[src/rtl/cct_pkg.sv]
package cct_pkg;
  localparam int REG_W  = 8;
  localparam int ADDR_W = 4;
  localparam int NCH    = 2;
  localparam int NFLAG  = 5;

  localparam logic [ADDR_W-1:0] A_CTLA = 4'd0;
  localparam logic [ADDR_W-1:0] A_CTLB = 4'd1;
  localparam logic [ADDR_W-1:0] A_STAT = 4'd2;
  localparam logic [ADDR_W-1:0] A_CAP1 = 4'd3;
  localparam logic [ADDR_W-1:0] A_CAP2 = 4'd4;
  localparam logic [ADDR_W-1:0] A_CMP1 = 4'd5;
  localparam logic [ADDR_W-1:0] A_CMP2 = 4'd6;
  localparam logic [ADDR_W-1:0] A_CNT  = 4'd7;
  localparam logic [ADDR_W-1:0] A_ALT  = 4'd8;

  // control A field positions
  localparam int CA_CAPIE = 7;
  localparam int CA_CMPIE = 6;
  localparam int CA_OVFIE = 5;
  localparam int CA_FRC2  = 4;
  localparam int CA_FRC1  = 3;
  localparam int CA_LVL2  = 2;
  localparam int CA_EDG1  = 1;
  localparam int CA_LVL1  = 0;

  // control B field positions
  localparam int CB_OE1   = 0;
  localparam int CB_OE2   = 1;
  localparam int CB_OPM   = 2;
  localparam int CB_PWM   = 3;
  localparam int CB_EDG2  = 4;
  localparam int CB_W     = 5;

  // status field positions
  localparam int ST_CAP1 = 0;
  localparam int ST_CAP2 = 1;
  localparam int ST_CMP1 = 2;
  localparam int ST_CMP2 = 3;
  localparam int ST_OVF  = 4;
endpackage

[src/rtl/cct_count.sv]
module cct_count #(
  parameter int W   = 8,
  parameter int DIV = 4
) (
  input  logic         clk,
  input  logic         rst,
  output logic [W-1:0] cnt,
  output logic [W-1:0] cnt_nxt,
  output logic         step,
  output logic         wrap
);
  localparam int PW = (DIV > 1) ? $clog2(DIV) : 1;

  logic [PW-1:0] pre;
  logic          last;

  assign last    = (pre == PW'(DIV - 1));
  assign step    = last;
  assign cnt_nxt = cnt + 1'b1;
  assign wrap    = last && (cnt == {W{1'b1}});

  always_ff @(posedge clk) begin
    if (rst) begin
      pre <= '0;
      cnt <= '0;
    end else begin
      pre <= last ? '0 : pre + 1'b1;
      if (last) cnt <= cnt_nxt;
    end
  end
endmodule

[src/rtl/cct_capture.sv]
module cct_capture #(
  parameter int W = 8
) (
  input  logic         clk,
  input  logic         rst,
  input  logic         pin,
  input  logic         rise_sel,
  input  logic [W-1:0] cnt,
  output logic [W-1:0] val,
  output logic         hit
);
  logic [2:0] sh;
  logic       rise, fall;

  assign rise = sh[1] & ~sh[2];
  assign fall = ~sh[1] & sh[2];
  assign hit  = rise_sel ? rise : fall;

  always_ff @(posedge clk) begin
    if (rst) begin
      sh  <= '0;
      val <= '0;
    end else begin
      sh <= {sh[1:0], pin};
      if (hit) val <= cnt;
    end
  end
endmodule

[src/rtl/cct_compare.sv]
module cct_compare #(
  parameter int W = 8
) (
  input  logic         clk,
  input  logic         rst,
  input  logic         step,
  input  logic [W-1:0] cnt_nxt,
  input  logic [W-1:0] ref_val,
  input  logic         oe,
  input  logic         lvl,
  input  logic         force_go,
  input  logic         force_lvl,
  output logic         pin,
  output logic         match
);
  assign match = step && (cnt_nxt == ref_val);

  always_ff @(posedge clk) begin
    if (rst)                  pin <= 1'b0;
    else if (force_go && oe)  pin <= force_lvl;
    else if (match && oe)     pin <= lvl;
  end
endmodule

[src/rtl/cct_timer8.sv]
module cct_timer8
  import cct_pkg::*;
#(
  parameter int PRESCALE = 4
) (
  input  logic              clk,
  input  logic              rst,
  input  logic [ADDR_W-1:0] bus_addr,
  input  logic              bus_we,
  input  logic [REG_W-1:0]  bus_wdata,
  output logic [REG_W-1:0]  bus_rdata,
  input  logic              cap1_in,
  input  logic              cap2_in,
  output logic              cmp1_out,
  output logic              cmp2_out,
  output logic              irq
);
  logic [REG_W-1:0] ctl_a_q;
  logic [CB_W-1:0]  ctl_b_q;
  logic [NFLAG-1:0] stat_q;
  logic [REG_W-1:0] cmp_q   [NCH];
  logic [REG_W-1:0] cap_val [NCH];
  logic [NCH-1:0]   cap_hit, cmp_hit, cmp_pin, cap_pin, edge_sel;
  logic [NCH-1:0]   oe, lvl, frc_go, frc_lvl;
  logic [REG_W-1:0] cnt, cnt_nxt;
  logic             step, wrap, alt_mode;
  logic             wr_a, wr_stat;
  logic [NFLAG-1:0] set_v, clr_v;

  assign wr_a     = bus_we && (bus_addr == A_CTLA);
  assign wr_stat  = bus_we && (bus_addr == A_STAT);
  assign alt_mode = ctl_b_q[CB_OPM] | ctl_b_q[CB_PWM];

  assign cap_pin  = {cap2_in, cap1_in};
  assign edge_sel = {ctl_b_q[CB_EDG2], ctl_a_q[CA_EDG1]};
  assign oe       = {ctl_b_q[CB_OE2], ctl_b_q[CB_OE1]};
  assign lvl      = {ctl_a_q[CA_LVL2],
                     alt_mode ? ctl_a_q[CA_LVL2] : ctl_a_q[CA_LVL1]};
  assign frc_go   = {wr_a && bus_wdata[CA_FRC2], wr_a && bus_wdata[CA_FRC1]};
  assign frc_lvl  = {bus_wdata[CA_LVL2],
                     alt_mode ? bus_wdata[CA_LVL2] : bus_wdata[CA_LVL1]};

  cct_count #(.W(REG_W), .DIV(PRESCALE)) u_count (
    .clk(clk), .rst(rst), .cnt(cnt), .cnt_nxt(cnt_nxt),
    .step(step), .wrap(wrap)
  );

  for (genvar i = 0; i < NCH; i++) begin : g_ch
    cct_capture #(.W(REG_W)) u_cap (
      .clk(clk), .rst(rst), .pin(cap_pin[i]), .rise_sel(edge_sel[i]),
      .cnt(cnt), .val(cap_val[i]), .hit(cap_hit[i])
    );
    cct_compare #(.W(REG_W)) u_cmp (
      .clk(clk), .rst(rst), .step(step), .cnt_nxt(cnt_nxt),
      .ref_val(cmp_q[i]), .oe(oe[i]), .lvl(lvl[i]),
      .force_go(frc_go[i]), .force_lvl(frc_lvl[i]),
      .pin(cmp_pin[i]), .match(cmp_hit[i])
    );
  end

  assign cmp1_out = cmp_pin[0];
  assign cmp2_out = cmp_pin[1];

  assign set_v = {wrap, cmp_hit[1], cmp_hit[0], cap_hit[1], cap_hit[0]};
  assign clr_v = wr_stat ? bus_wdata[NFLAG-1:0] : '0;

  always_ff @(posedge clk) begin
    if (rst) begin
      ctl_a_q <= '0;
      ctl_b_q <= '0;
      stat_q  <= '0;
      cmp_q   <= '{default: '0};
      irq     <= 1'b0;
    end else begin
      if (wr_a) ctl_a_q <= bus_wdata;
      if (bus_we && bus_addr == A_CTLB) ctl_b_q <= bus_wdata[CB_W-1:0];
      if (bus_we && bus_addr == A_CMP1) cmp_q[0] <= bus_wdata;
      if (bus_we && bus_addr == A_CMP2) cmp_q[1] <= bus_wdata;
      stat_q <= (stat_q & ~clr_v) | set_v;
      irq    <= (ctl_a_q[CA_CAPIE] & (stat_q[ST_CAP1] | stat_q[ST_CAP2]))
              | (ctl_a_q[CA_CMPIE] & (stat_q[ST_CMP1] | stat_q[ST_CMP2]))
              | (ctl_a_q[CA_OVFIE] & stat_q[ST_OVF]);
    end
  end

  always_ff @(posedge clk) begin
    if (rst) bus_rdata <= '0;
    else begin
      case (bus_addr)
        A_CTLA:       bus_rdata <= ctl_a_q;
        A_CTLB:       bus_rdata <= REG_W'(ctl_b_q);
        A_STAT:       bus_rdata <= REG_W'(stat_q);
        A_CAP1:       bus_rdata <= cap_val[0];
        A_CAP2:       bus_rdata <= cap_val[1];
        A_CMP1:       bus_rdata <= cmp_q[0];
        A_CMP2:       bus_rdata <= cmp_q[1];
        A_CNT, A_ALT: bus_rdata <= cnt;
        default:      bus_rdata <= '0;
      endcase
    end
  end
endmodule

[config.mk]
export PLATFORM = sky130hd
export DESIGN_NAME = cct_timer8
export DESIGN_NICKNAME = d
export VERILOG_FILES = /design/src/rtl/cct_pkg.sv /design/src/rtl/cct_count.sv /design/src/rtl/cct_capture.sv /design/src/rtl/cct_compare.sv /design/src/rtl/cct_timer8.sv
export SDC_FILE = /design/constraint.sdc
export NUM_CORES = 1
export LEC_CHECK = 0
export ABC_AREA = 1
export BUFFER_PORTS_ARGS = -buffer_cell sky130_fd_sc_hd__buf_2
export CORE_ASPECT_RATIO = 0.9
export CORE_UTILIZATION = 65
export DETAILED_ROUTE_END_ITERATION = 6
export MAX_ROUTING_LAYER = met4
export PLACE_DENSITY = 0.82
export SYNTH_ARGS = -nofsm -noshare
export SYNTH_HDL_FRONTEND = slang
export SYNTH_HIERARCHICAL = 1
export SYNTH_SLANG_ARGS = --single-unit
[constraint.sdc]
create_clock -name clk -period 2.7 [get_ports clk]
set_input_delay 0.27 -clock clk [delete_from_list [all_inputs] [get_ports clk]]
set_output_delay 0.27 -clock clk [all_outputs]
set_load 0.03 [all_outputs]
Yosys cells after proc, flatten, opt, wreduce, memory -nomap -nowiden
Index checks and enable logic that the tools add are counted.

word-level totals
  flip-flop bits (word level) = 77
  output and inout bits = 11

cells by class
  $add $sub $neg = 2
  equal/unequal tests = 12
  mux-type cells = 10
  bitwise operators = 19
  reductions and logical operators = 19

operators with widths
  kind                   number
  $pmux W8 S8            1
  $eq A4 B3 Y1 const B   4
  $eq A8 B8 Y1           2
  $logic_and A1 B1 Y1    14
  $add A8 B1 Y8 const B  1
  $eq A4 B2 Y1 const B   2
  $eq A8 B8 Y1 const B   1
  $mux W1                8
  $and A1 B1 Y1          7
  $and A5 B5 Y5          1
  $mux W5                1
  $not A5 Y5             1
  $or A1 B1 Y1           5
  $or A5 B5 Y5           1
  $eq A4 B1 Y1 const B   1
  $eq A4 B4 Y1 const B   1
  $logic_not A4 Y1       1
  $not A1 Y1             4
  $reduce_bool A2 Y1     2
  $reduce_or A2 Y1       2
  $add A2 B1 Y2 const B  1
  $eq A2 B2 Y1 const B   1

Logic depth before layout (Yosys ltp)
Gate-level depths: netlist (run 1).

  depth in word-level cells = 6
  depth in mapped cells = 15

Modules after synthesis
The synthesis (run 1) kept the hierarchy.

modules (own cells, without submodules)
  module       instances  cells each  area each (um2)
  cct_timer8   1          319         2142.1
  cct_capture  2          65          529.3
  cct_compare  2          63          286.5
  cct_count    1          68          493.0

Least setup slack after synthesis (run 1)
Ideal clock, no wire load.

  path kind = register -> register
  from = reg u_count.cnt[1]
  to = reg g_ch[0].u_cmp.pin
  setup time = 0.115 ns
  arrival time = 1.737 ns
  data required time = 2.585 ns
  setup slack = 0.848 ns
  stages on the path, launching flop included = 13
  path buffers = 0
  clock period less this slack = 1.852 ns
  cell sequence = dfxtp_1 -> ha_1 -> nand3_2 -> xnor2_1 -> inv_1 -> nand2_1 -> nand2_1 -> nor2_1 -> nand2_1 -> nor2_2 -> nand3_2 -> a21oi_1 -> nor2_1

between the ends
  cells in the longest elaborated chain, start to end = 5

RTL lines
  element                              line               source
  start: declaration                   cct_count.sv:7     output logic [W-1:0] cnt,
  start signal: assignment             cct_count.sv:28    if (last) cnt <= cnt_nxt;
  $add A8 B1 Y8                        cct_count.sv:19    assign cnt_nxt = cnt + 1'b1;
  named net cnt_nxt[4]                 cct_timer8.sv:25   logic [REG_W-1:0] cnt, cnt_nxt;
  $eq A8 B8 Y1                         cct_compare.sv:16  assign match = step && (cnt_nxt == ref_val);
  $logic_and A1 B1 Y1                  cct_compare.sv:16
  $logic_and A1 B1 Y1                  cct_compare.sv:21  else if (match && oe) pin <= lvl;
  $reduce_bool A2 Y1 (no source line)  --
  end signal: assignment               cct_compare.sv:20  else if (force_go && oe) pin <= force_lvl;
  end signal: assignment               cct_compare.sv:21
  end: declaration                     cct_compare.sv:13  output logic pin,

The timed path passes the listed nets, and every way through them passes these cells.
A chain may end at the register's enable or synchronous reset.

Worst setup path after layout (run 1)
  from = reg u_count.cnt[2]
  to = reg stat_q[2]

between the ends
  cells in the longest elaborated chain, start to end = 4

RTL lines
  element                 line               source
  $add A8 B1 Y8           cct_count.sv:19
  named net cnt_nxt[3]    cct_timer8.sv:25
  $eq A8 B8 Y1            cct_compare.sv:16
  $logic_and A1 B1 Y1     cct_compare.sv:16
  named net cmp_hit[0]    cct_timer8.sv:23   logic [NCH-1:0] cap_hit, cmp_hit, cmp_pin, cap_pin, edge_sel;
  $or A5 B5 Y5            cct_timer8.sv:79   stat_q <= (stat_q & ~clr_v) | set_v;
  end signal: assignment  cct_timer8.sv:79
  end: declaration        cct_timer8.sv:20   logic [NFLAG-1:0] stat_q;

The timed path passes the listed nets, and every way through them passes these cells.

==> metrics.cfg, run 1 <==
[final_layout]
area_growth_pct = 8.33
fin_cells = 763
diodes = 0
layout.nets = 690
mostFrequentLayoutCell = nand2_1
layout_common_cells = nand2_1 (184), inv_1 (91), nand3_1 (77), dfxtp_1 (77), nor2_1 (69)
final_area_sq_um = 4620
drive_gt1_share_pct = 16.3

[clocking]
cts_buffer_depth = 2
ctsResizeCount = 0
path_clk_slew_ns = 0.08
clk_latency_ns = 0.35
hold_buffers = 0
cts_made_buffers = 9
cts_setup_buffers = 0
root_buffer = clkbuf_8
cts_htree_levels = 3
cts_tree = built
cts.sinks = 77

[placement]
place_congestion = 0.969
placedCellCount = 747
dp_hpwl_um = 8350
portBuffers = 27
placed_cell_area_sq_um = 4430

[grt]
grt_pass1_vias = 3691
grt_max_degree = 28
grtUsageTotal_pct = 36.3
grt_pass1_wl_um = 18200
top_usage_layer = met2
use_met1_pct = 48.9
antenna_found_initial = 0
grt_util_met2_pct = 54.6
grt_use_met3_pct = 6.76
grt_overflow = 0

[synthesis]
synth_edf_count = 0
synth_cell_type_count = 34
syn_nets = 662
synth_top_family_by_area = simple AND/OR/NAND/NOR gates
post_synth_fa_ha_maj_area_fraction_pct = 0.587
synth_compound_area_share_pct = 9.68
synth_mux_area_share_pct = 0.792
synthXorXnorAreaFrac_pct = 0.616
netlist_area_sq_um = 4270
synth-simple-area-share_pct = 40.6
yosys_most_used_dff = dfxtp_1
yosys_warnings = 6
avgSynthCellArea_sq_um = 6.64
synthesis.instances = 643
synth_seq_cells = 77
async_flop_share_pct = 0
seq_area_frac_synth_pct = 36.1

[setup_path]
path_max_fanout = 8
cp_data_required_time_ns = 3.00
startpoint_type = flop
end_kind = flop
r2r-start = u_count/cnt[2]
worstPathArrival_ns = 2.51
worstSetupStartpoint = u_count/cnt[2]
worst-setup-path-type = reg -> reg

[power]
p_clk_share_pct = 38.2
swShare_pct = 26.8
seqPwrFrac_pct = 52.5
powerDensity_nw_per_um2 = 487
leakage_nw = 2.16
switching_power_uw = 603
p_int_mw = 1.65
combPwrFrac_pct = 9.4
peakVddDrop_uv = 352

[detailed_routing]
vias = 4216
ant_nets = 0
wirelength_um = 11400
drc = 0
via_per_inst = 5.53
wl_per_cell_um = 15.0
drtIter0Drc = 481
firstDrtPassIters = 5

[timing]
fin_crit_sh_pct = 81.9
relSlewSlack_pct = 45.1
max_freq_ghz = 0.452
worst_slew_pin_slew_ns = 0.819
fin_crit_ns = 2.21
slew_violations = 0
rsz0062_at_grt = no
setup_tns_ns = 0
finalSetupViolations = 0
hold_viol_final = 0
finClkSkew_ns = 0.00910

[floorplanning]
die_w_um = 87.4
io-pin-count = 28
core-area_sq_um = 6220
die_area_sq_um = 6890
die_h_um = 78.9
placementRows = 27
start_util_pct = 68.6

[worst_hold_path]
hold_start = cap1_in
hold_class = in -> reg

[job]
cap_viol_max_count = 0

[outcome]
status = finished, final reports clean

critical path: stages (launching register included):
cell and delay [ns]:
dfxtp_1 0.57, nand3_2 0.16, xnor2_1 0.45, inv_1 0.08, nand2_1 0.10, nand2_1 0.08, nor4_1 0.27, nand4_1 0.11
nor2_1 0.20, a21oi_1 0.06, nor2_1 0.08
per-layer routing:
layer  routed length, um  share of wire, %
met5                   0                 0
met4                 318               2.8
met3                1130               9.9
met2                5080                44
met1                4910                43
metrics by stage:
step / worst slack, ns / hold slack [ns] / total power [mW] / utilization, %
2_1_floorplan: 0.848 / 0.339 / 1.34 / -
3_3_place_gp: 0.612 / 0.391 / 1.41 / 71.3
3_5_place_dp: 0.568 / 0.398 / 1.41 / 71.3
4_1_cts: 0.565 / 0.114 / 2.25 / 74.4
5_1_grt: 0.262 / 0.143 / 2.33 / 74.4
6_report: 0.488 / 0.115 / 2.25 / 74.4
registers in the layout, summed over array words and instances, names as in the netlist:
| name | count |
|---|---|
| bus_rdata | 8 |
| cmp_q | 16 |
| ctl_a_q | 8 |
| ctl_b_q | 5 |
| g_ch.u_cap/sh | 6 |
| g_ch.u_cap/val | 16 |
| g_ch.u_cmp/pin | 2 |
| irq | 1 |
| stat_q | 5 |
| u_count/cnt | 8 |
| u_count/pre | 2 |
cell usage after synthesis (2+ instances only):
library cell	number	share of area [%]
nand4_1	2	0.29
dfxtp_1	77	36
o21ai_1	3	0.35
nand3_2	8	1.9
nor2_2	8	1.2
inv_2	10	0.88
nand2_2	5	0.73
a21oi_2	16	3.3
o21bai_1	2	0.35
or3_1	2	0.29
o21ai_0	8	0.94
and2_1	3	0.44
buf_4	2	0.35
nor2_4	4	1.1
inv_1	91	8.0
buf_8	2	0.70
mux2_2	3	0.79
nand3_1	77	9.0
a21oi_1	37	4.3
nor2_1	69	6.1
buf_6	3	0.79
buf_2	5	0.59
xnor2_1	3	0.62
nor3_1	2	0.23
nand3_4	5	2.1
clkbuf_1	3	0.26
nand2_1	184	16
ha_1	2	0.59
nor4_1	2	0.29
power groups by stage:
stage / sequential [mW] / combinational, mW / clock (mW)
floorplan: 1.20 / 0.141 / 0
global placement: 1.21 / 0.200 / 0
detailed placement: 1.21 / 0.204 / 0
CTS: 1.18 / 0.206 / 0.862
global route: 1.18 / 0.231 / 0.911
finish: 1.18 / 0.211 / 0.860
cell type report:
type	count	area, sq um
repair buffers	32	173
inverters	101	379
clock inverters	6	61.3
flip-flops and latches	77	1540
fillers	536	1590
clock buffers	10	128
well taps	87	109
multi-input cells	450	2230
path summary, 6_finish.rpt:
path                          to  slack (ns)  cells past startpoint
min          g_ch[0].u_cap/sh[0]        0.11                      3
max reg2reg            stat_q[2]        0.49                     10
max                    stat_q[2]        0.49                     10
min reg2reg  g_ch[1].u_cap/sh[1]        0.41                      2
kinds of logic (layout without fill, tap and decap cells):
family,count (synthesis),count (layout)
adders and majority gates,2,2
AOI/OAI and AO/OA,68,68
DFF,77,77
xor gates and xnor gates,3,3
and+or+nand+nor,374,374
muxes,3,3
buffers and inverters,116,149
(Power assumes the default switching activity.)
==> inputs of run 2 (changes only) <==
--- a/config.mk
+++ b/config.mk
@@ -5,13 +5,13 @@
 export SDC_FILE = /design/constraint.sdc
 export NUM_CORES = 1
 export LEC_CHECK = 0
-export ABC_AREA = 1
+export ABC_AREA = 0
 export BUFFER_PORTS_ARGS = -buffer_cell sky130_fd_sc_hd__buf_2
 export CORE_ASPECT_RATIO = 0.9
-export CORE_UTILIZATION = 65
+export CORE_UTILIZATION = 54
 export DETAILED_ROUTE_END_ITERATION = 6
 export MAX_ROUTING_LAYER = met4
-export PLACE_DENSITY = 0.82
+export PLACE_DENSITY = 0.72
 export SYNTH_ARGS = -nofsm -noshare
 export SYNTH_HDL_FRONTEND = slang
 export SYNTH_HIERARCHICAL = 1
==> constraint.sdc (replaced) <==
create_clock -name clk -period 2 [get_ports clk]
set_input_delay 0.2 -clock clk [delete_from_list [all_inputs] [get_ports clk]]
set_output_delay 0.2 -clock clk [all_outputs]
set_load 0.03 [all_outputs]
==> metrics.cfg, run 2 <==
[outcome]
status = finished, final reports clean

[floorplanning]
placementRows = 29  ; +7.4%
io-pin-count = 28  ; unchanged
die_w_um = 92.0  ; +5.3%
core-area_sq_um = 7040  ; +13%
start_util_pct = 55.9  ; -13 points
die_area_sq_um = 7640  ; +11%
die_h_um = 83.0  ; +5.2%

[detailed_routing]
vias = 3251  ; -23%
ant_nets = 0  ; unchanged
via_per_inst = 5.88  ; +6.4%
wirelength_um = 9880  ; -14%
wl_per_cell_um = 17.9  ; +19%
firstDrtPassIters = 6  ; +1
drc = 0  ; unchanged
drtIter0Drc = 186  ; -61%

[placement]
dp_hpwl_um = 7320  ; -12%
place_congestion = 0.946  ; -2.4%
placed_cell_area_sq_um = 4170  ; -6.0%
portBuffers = 27  ; unchanged

[clocking]
cts_made_buffers = 9  ; unchanged
cts.sinks = 77  ; unchanged
cts_setup_buffers = 0  ; unchanged
cts_tree = built
root_buffer = clkbuf_8
cts_htree_levels = 3  ; unchanged
path_clk_slew_ns = 0.07  ; about the same
cts_buffer_depth = 2  ; unchanged
hold_buffers = 0  ; unchanged
ctsResizeCount = 0  ; unchanged
clk_latency_ns = 0.35  ; about the same

[final_layout]
final_area_sq_um = 4390  ; -5.1%
diodes = 0  ; unchanged
mostFrequentLayoutCell = dfxtp_1
layout_common_cells = dfxtp_1 (77), nor2_1 (44), mux2i_1 (41)
multi_input_area_sq_um = 2220  ; -0.50%
fillers = 622  ; +16%
drive_gt1_share_pct = 19.1  ; +2.9 points
area_growth_pct = 11.4
layout.nets = 474  ; -31%
regArea_sq_um = 1540  ; unchanged
largestRegisters = cmp_q (16), g_ch.u_cap/val (16)

[setup_path]
worst-setup-path-type = reg -> reg
end_kind = flop
cp_data_required_time_ns = 2.27  ; -0.73 ns
worstPathArrival_ns = 2.13  ; -0.38 ns
path_max_fanout = 4  ; -4
startpoint_type = flop

[worst_hold_path]
hold_class = in -> reg

[synthesis]
avgSynthCellArea_sq_um = 9.24  ; +39%
synth_common_cells = dfxtp_1 (77), nor2_1 (44), mux2i_1 (41)
syn_nets = 445  ; -33%
synth_top_cell_by_area = dfxtp_1
synthesis.instances = 426  ; -34%
synth_seq_cells = 77  ; unchanged
netlist_area_sq_um = 3940  ; -7.7%
yosys_warnings = 6  ; unchanged
seq_area_frac_synth_pct = 39.2  ; +3.0 points
synth.area.top_cells = dfxtp_1 (39%), mux2i_1 (10%), nand2b_1 (5.2%), xnor2_1 (4.5%), nor2_1 (4.2%)
async_flop_share_pct = 0  ; unchanged
yosys_most_used_dff = dfxtp_1
synth_top_area_share_pct = 39.2  ; +3.0 points
synth_edf_count = 0  ; unchanged
synth_cell_type_count = 56  ; +65%
synth.most_common_cell = dfxtp_1

[timing]
fin_crit_sh_pct = 93.0  ; +11 points
max_freq_ghz = 0.537  ; +19%
rsz0062_at_grt = no
fin_crit_ns = 1.86  ; -0.351 ns
hold_viol_final = 0  ; unchanged
relSlewSlack_pct = 66.6  ; +22 points
finClkSkew_ns = 0.00833  ; -0.000773 ns
setup_tns_ns = 0  ; unchanged
finalSetupViolations = 0  ; unchanged
slew_violations = 0  ; unchanged
worst_slew_pin_slew_ns = 0.500  ; -0.318 ns

[power]
powerDensity_nw_per_um2 = 701  ; +44%
leakage_nw = 1.69  ; -22%
peakVddDrop_uv = 456  ; +29%

[grt]
antenna_found_initial = 0  ; unchanged
grtUsageTotal_pct = 28.1  ; -8.2 points
grt_pass1_vias = 3131  ; -15%
grt_overflow = 0  ; unchanged
grt_pass1_wl_um = 15900  ; -13%
grt_max_degree = 30  ; +7.1%

[job]
cap_viol_max_count = 0  ; unchanged

## run 2: changes by cell type in the layout (fill, tap and decap cells not counted), sizes merged, moves of 30 or more
cell	before	now
mux2i	0	41
nor2	81	46
nand2	190	24
inv	102	4
nand2b	0	33
a21oi	53	23
nand3	90	24
## run 2: metal layers
metal	global-route usage (%)	vias to the layer above	wire [um]
met1	36.8	1553	4570
met3	7.05	22	647
met2	41.7	123	4430
met4	10.5	0	229
li1	-	1553	-
met5	-	-	0
## run 2: power by group
group / leakage [nW] / switching, mW / internal, mW
registers: 0.622 / 0.0174 / 1.55
logic: 0.967 / 0.153 / 0.0955
clock network: 0.101 / 0.553 / 0.703
## run 2: final timing paths
check | depth (start not counted) | end | start | slack, ns
min reg2reg | 1 | u_count/pre[0] | u_count/pre[0] | 0.43
min | 2 | g_ch[0].u_cap/sh[0] | cap1_in | 0.06
max reg2reg | 8 | g_ch[1].u_cmp/pin | u_count/cnt[0] | 0.14
max | 8 | g_ch[1].u_cmp/pin | u_count/cnt[0] | 0.14
## run 2: layout make-up
type / instances / share of cell area (%)
Multi-Input combinational cell: 316 / 50.6
Timing Repair Buffer: 47 / 6.50
Tap cell: 93 / 2.65
Sequential cell: 77 / 35.1
Inverter: 4 / 0.342
Clock inverter: 4 / 1.65
Clock buffer: 12 / 3.08
## run 2: cells by family after synthesis
| logic type | synth area share, % |
|---|---|
| and+or+nand+nor | 24.6 |
| adders and majority gates | 0.636 |
| DFF | 39.2 |
| xor gates and xnor gates | 5.79 |
| muxes | 12.4 |
| AOI/OAI and AO/OA | 12.6 |
| buffers and inverters | 4.77 |
## run 2: through the flow
| stage | utilization, % | worst slack (ns) | power (mW) | hold WS, ns | cells |
|---|---|---|---|---|---|
| after floorplan | - | 0.117 | 1.78 | 0.328 | 426 |
| after global placement | 59.2 | 0.170 | 1.85 | 0.409 | 537 |
| after detailed placement | 59.2 | 0.103 | 1.85 | 0.421 | 537 |
| after CTS | 62.1 | 0.0869 | 3.10 | 0.0488 | 553 |
| after global routing | 62.3 | 0.000295 | 3.19 | 0.0461 | 553 |
| final | 62.3 | 0.139 | 3.08 | 0.0642 | 553 |
## run 2: critical path: stages (launching register included)
cell and delay (ns):
dfxtp_1 0.39, ha_2 0.23, nand2_1 0.06, nor2_1 0.11, xor2_1 0.25, xnor2_1 0.19
nand3_1 0.11, o31a_1 0.27, a211oi_2 0.18
==> inputs of run 3 (changes only) <==
--- a/config.mk
+++ b/config.mk
@@ -6,12 +6,13 @@
 export NUM_CORES = 1
 export LEC_CHECK = 0
 export ABC_AREA = 0
-export BUFFER_PORTS_ARGS = -buffer_cell sky130_fd_sc_hd__buf_2
+export BUFFER_PORTS_ARGS = -buffer_cell sky130_fd_sc_hd__buf_4
 export CORE_ASPECT_RATIO = 0.9
 export CORE_UTILIZATION = 54
 export DETAILED_ROUTE_END_ITERATION = 6
 export MAX_ROUTING_LAYER = met4
 export PLACE_DENSITY = 0.72
+export REMOVE_ABC_BUFFERS = 1
 export SYNTH_ARGS = -nofsm -noshare
 export SYNTH_HDL_FRONTEND = slang
 export SYNTH_HIERARCHICAL = 1
==> metrics.cfg, run 3 (synthesis gave the netlist of run 2 again) <==
[final_layout]
drive_gt1_share_pct = 22.0  ; +2.9 points
fillers = 622  ; unchanged
layout.nets = 478  ; +0.84%
diodes = 0  ; unchanged
fin_util_pct = 64.4  ; +2.1 points
mostFrequentLayoutCell = dfxtp_1
fin_cells = 557  ; +0.72%
final_area_sq_um = 4530  ; +3.3%
largestRegisters = cmp_q (16), g_ch.u_cap/val (16)
layout_common_cells = dfxtp_1 (75), buf_4 (51), nor2_1 (43)
area_growth_pct = 15.1

[setup_path]
cp_data_required_time_ns = 2.29  ; +0.02 ns
worst-setup-path-type = reg -> reg
ff2ff_path_depth = 8  ; unchanged
critPathSlowestCell = dfxtp_2
worstPathArrival_ns = 2.16  ; +0.03 ns
cp_num_buf_inv = 0  ; unchanged
path_max_fanout = 5  ; +1
crit_chain = ha_2 > nand2_1 > nor2_1 > xor2_1 > xnor2_1 > nand3_1 > o31a_1 > a211oi_2
critPathTopFamily = XOR/XNOR gates
startpoint_type = flop
max_stage_delay_ns = 0.38  ; about the same
crit_cells = 8  ; unchanged
end_kind = flop

[outcome]
status = finished, final reports clean

[clocking]
cts_made_buffers = 9  ; unchanged
cts.sinks = 77  ; unchanged
path_clk_slew_ns = 0.09  ; +0.02 ns
clk_latency_ns = 0.37  ; +0.02 ns
root_buffer = clkbuf_8
cts_tree = built
cts_buffer_depth = 2  ; unchanged
cts_setup_buffers = 0  ; unchanged
cts_htree_levels = 3  ; unchanged

[detailed_routing]
wl_met1_um = 4510  ; -1.4%
wirelength_um = 9860  ; -0.18%
vias = 3207  ; -1.4%
top_layer = met4
drc = 0  ; unchanged
drtIter0Drc = 249  ; +34%
via_per_inst = 5.76  ; -2.1%
wl_met3_um = 574  ; -11%
firstDrtPassIters = 5  ; -1
wl_per_cell_um = 17.7  ; -0.90%
ant_nets = 0  ; unchanged
route.met2.wl_um = 4610  ; +4.0%

[timing]
fin_crit_ns = 1.87  ; +0.0139 ns
finalSetupViolations = 0  ; unchanged
fin_crit_sh_pct = 93.7  ; +0.70 points
hold_viol_final = 0  ; unchanged
relSlewSlack_pct = 71.3  ; +4.7 points
max_freq_ghz = 0.533  ; -0.74%
slew_violations = 0  ; unchanged
finClkSkew_ns = 0.0113  ; +0.00295 ns
worst_slew_pin_slew_ns = 0.430  ; -0.0703 ns

[placement]
place_congestion = 0.884  ; -6.6%
dp_hpwl_um = 7140  ; -2.4%
portBuffers = 27  ; unchanged
placedCellCount = 541  ; +0.74%
placed_cell_area_sq_um = 4260  ; +2.3%

[floorplanning]
die_area_sq_um = 7640  ; unchanged
start_util_pct = 55.9  ; unchanged
core-area_sq_um = 7040  ; unchanged
io-pin-count = 28  ; unchanged
die_h_um = 83.0  ; unchanged
die_w_um = 92.0  ; unchanged
placementRows = 29  ; unchanged

[grt]
grt_overflow = 0  ; unchanged
grtUsageTotal_pct = 28.8  ; +0.78 points
grt_max_degree = 37  ; +23%
antenna_found_initial = 0  ; unchanged
grt_pass1_wl_um = 16400  ; +3.5%
grt_pass1_vias = 3137  ; +0.19%

[worst_hold_path]
min_delay_path_depth = 2  ; unchanged
hold_class = in -> reg

[power]
peakVddDrop_uv = 454  ; -0.39%
p_total_mw = 3.16  ; +2.7%
powerDensity_nw_per_um2 = 697  ; -0.61%
leakage_nw = 1.75  ; +3.4%

[job]
cap_viol_max_count = 0  ; unchanged

## run 3: changes by cell type in the layout (fill, tap and decap cells not counted), moves of 2 or more
cell / previous run / this run
buf_4: 20 / 51
buf_2: 27 / 0
clkinv_4: 0 / 4
clkbuf_1: 3 / 0
dfxtp_1: 77 / 75
dfxtp_2: 0 / 2
xnor2_1: 20 / 18
xnor2_2: 0 / 2
## run 3: final cells by class
cell class                 instances  area (sq um)  area share, %
sequential                        77          1540           34.1
inverter                           4          15.0          0.331
multi-input combinational        316          2250           49.6
timing repair buffer              51           383           8.45
clock inverter                     7           100           2.21
tap                               93           116           2.57
clock buffer                       9           124           2.73
## run 3: worst register-to-register path, stage by stage (launching register included)
cell	delay, ns
dfxtp_2	0.38
ha_2	0.23
nand2_1	0.06
nor2_1	0.12
xor2_1	0.28
xnor2_1	0.19
nand3_1	0.11
o31a_1	0.26
a211oi_2	0.18
## run 3: metrics by stage
| step | setup TNS, ns | hold slack (ns) | worst slack (ns) |
|---|---|---|---|
| after CTS | 0 | 0.0498 | 0.0396 |
| after global routing | -0.00706 | 0.0717 | -0.00413 |
| final | 0 | 0.0495 | 0.125 |
| after detailed placement | 0 | 0.423 | 0.0532 |
| after floorplan | 0 | 0.269 | 0.106 |
| after global placement | 0 | 0.411 | 0.110 |
## run 3: worst paths after layout
| kind | start | to | slack [ns] |
|---|---|---|---|
| worst max-delay path | u_count/cnt[0] | g_ch[0].u_cmp/pin | 0.13 |
| worst min register to register | u_count/pre[0] | u_count/pre[0] | 0.44 |
| worst max register to register | u_count/cnt[0] | g_ch[0].u_cmp/pin | 0.13 |
| worst min-delay path | cap1_in | g_ch[0].u_cap/sh[0] | 0.05 |
## run 3: repair_timing
item | in CTS | in global routing
gates resized for setup | 0 | 10
hold buffers | 0 | 0
setup endpoints to repair | 0 | 4
## run 3: routing by layer
metal  up-vias  global-route usage [%]
met5         -                       -
met4         0                    9.52
met3        13                    5.95
met2       101                    43.2
met1      1534                    38.9
li1       1559                       -
## run 3: report_power, final
group          switching [mW]  internal (mW)  total [mW]
combinational           0.154          0.108       0.261
clock                   0.617          0.708        1.33
sequential             0.0178           1.55        1.57
total                   0.789           2.37        3.16
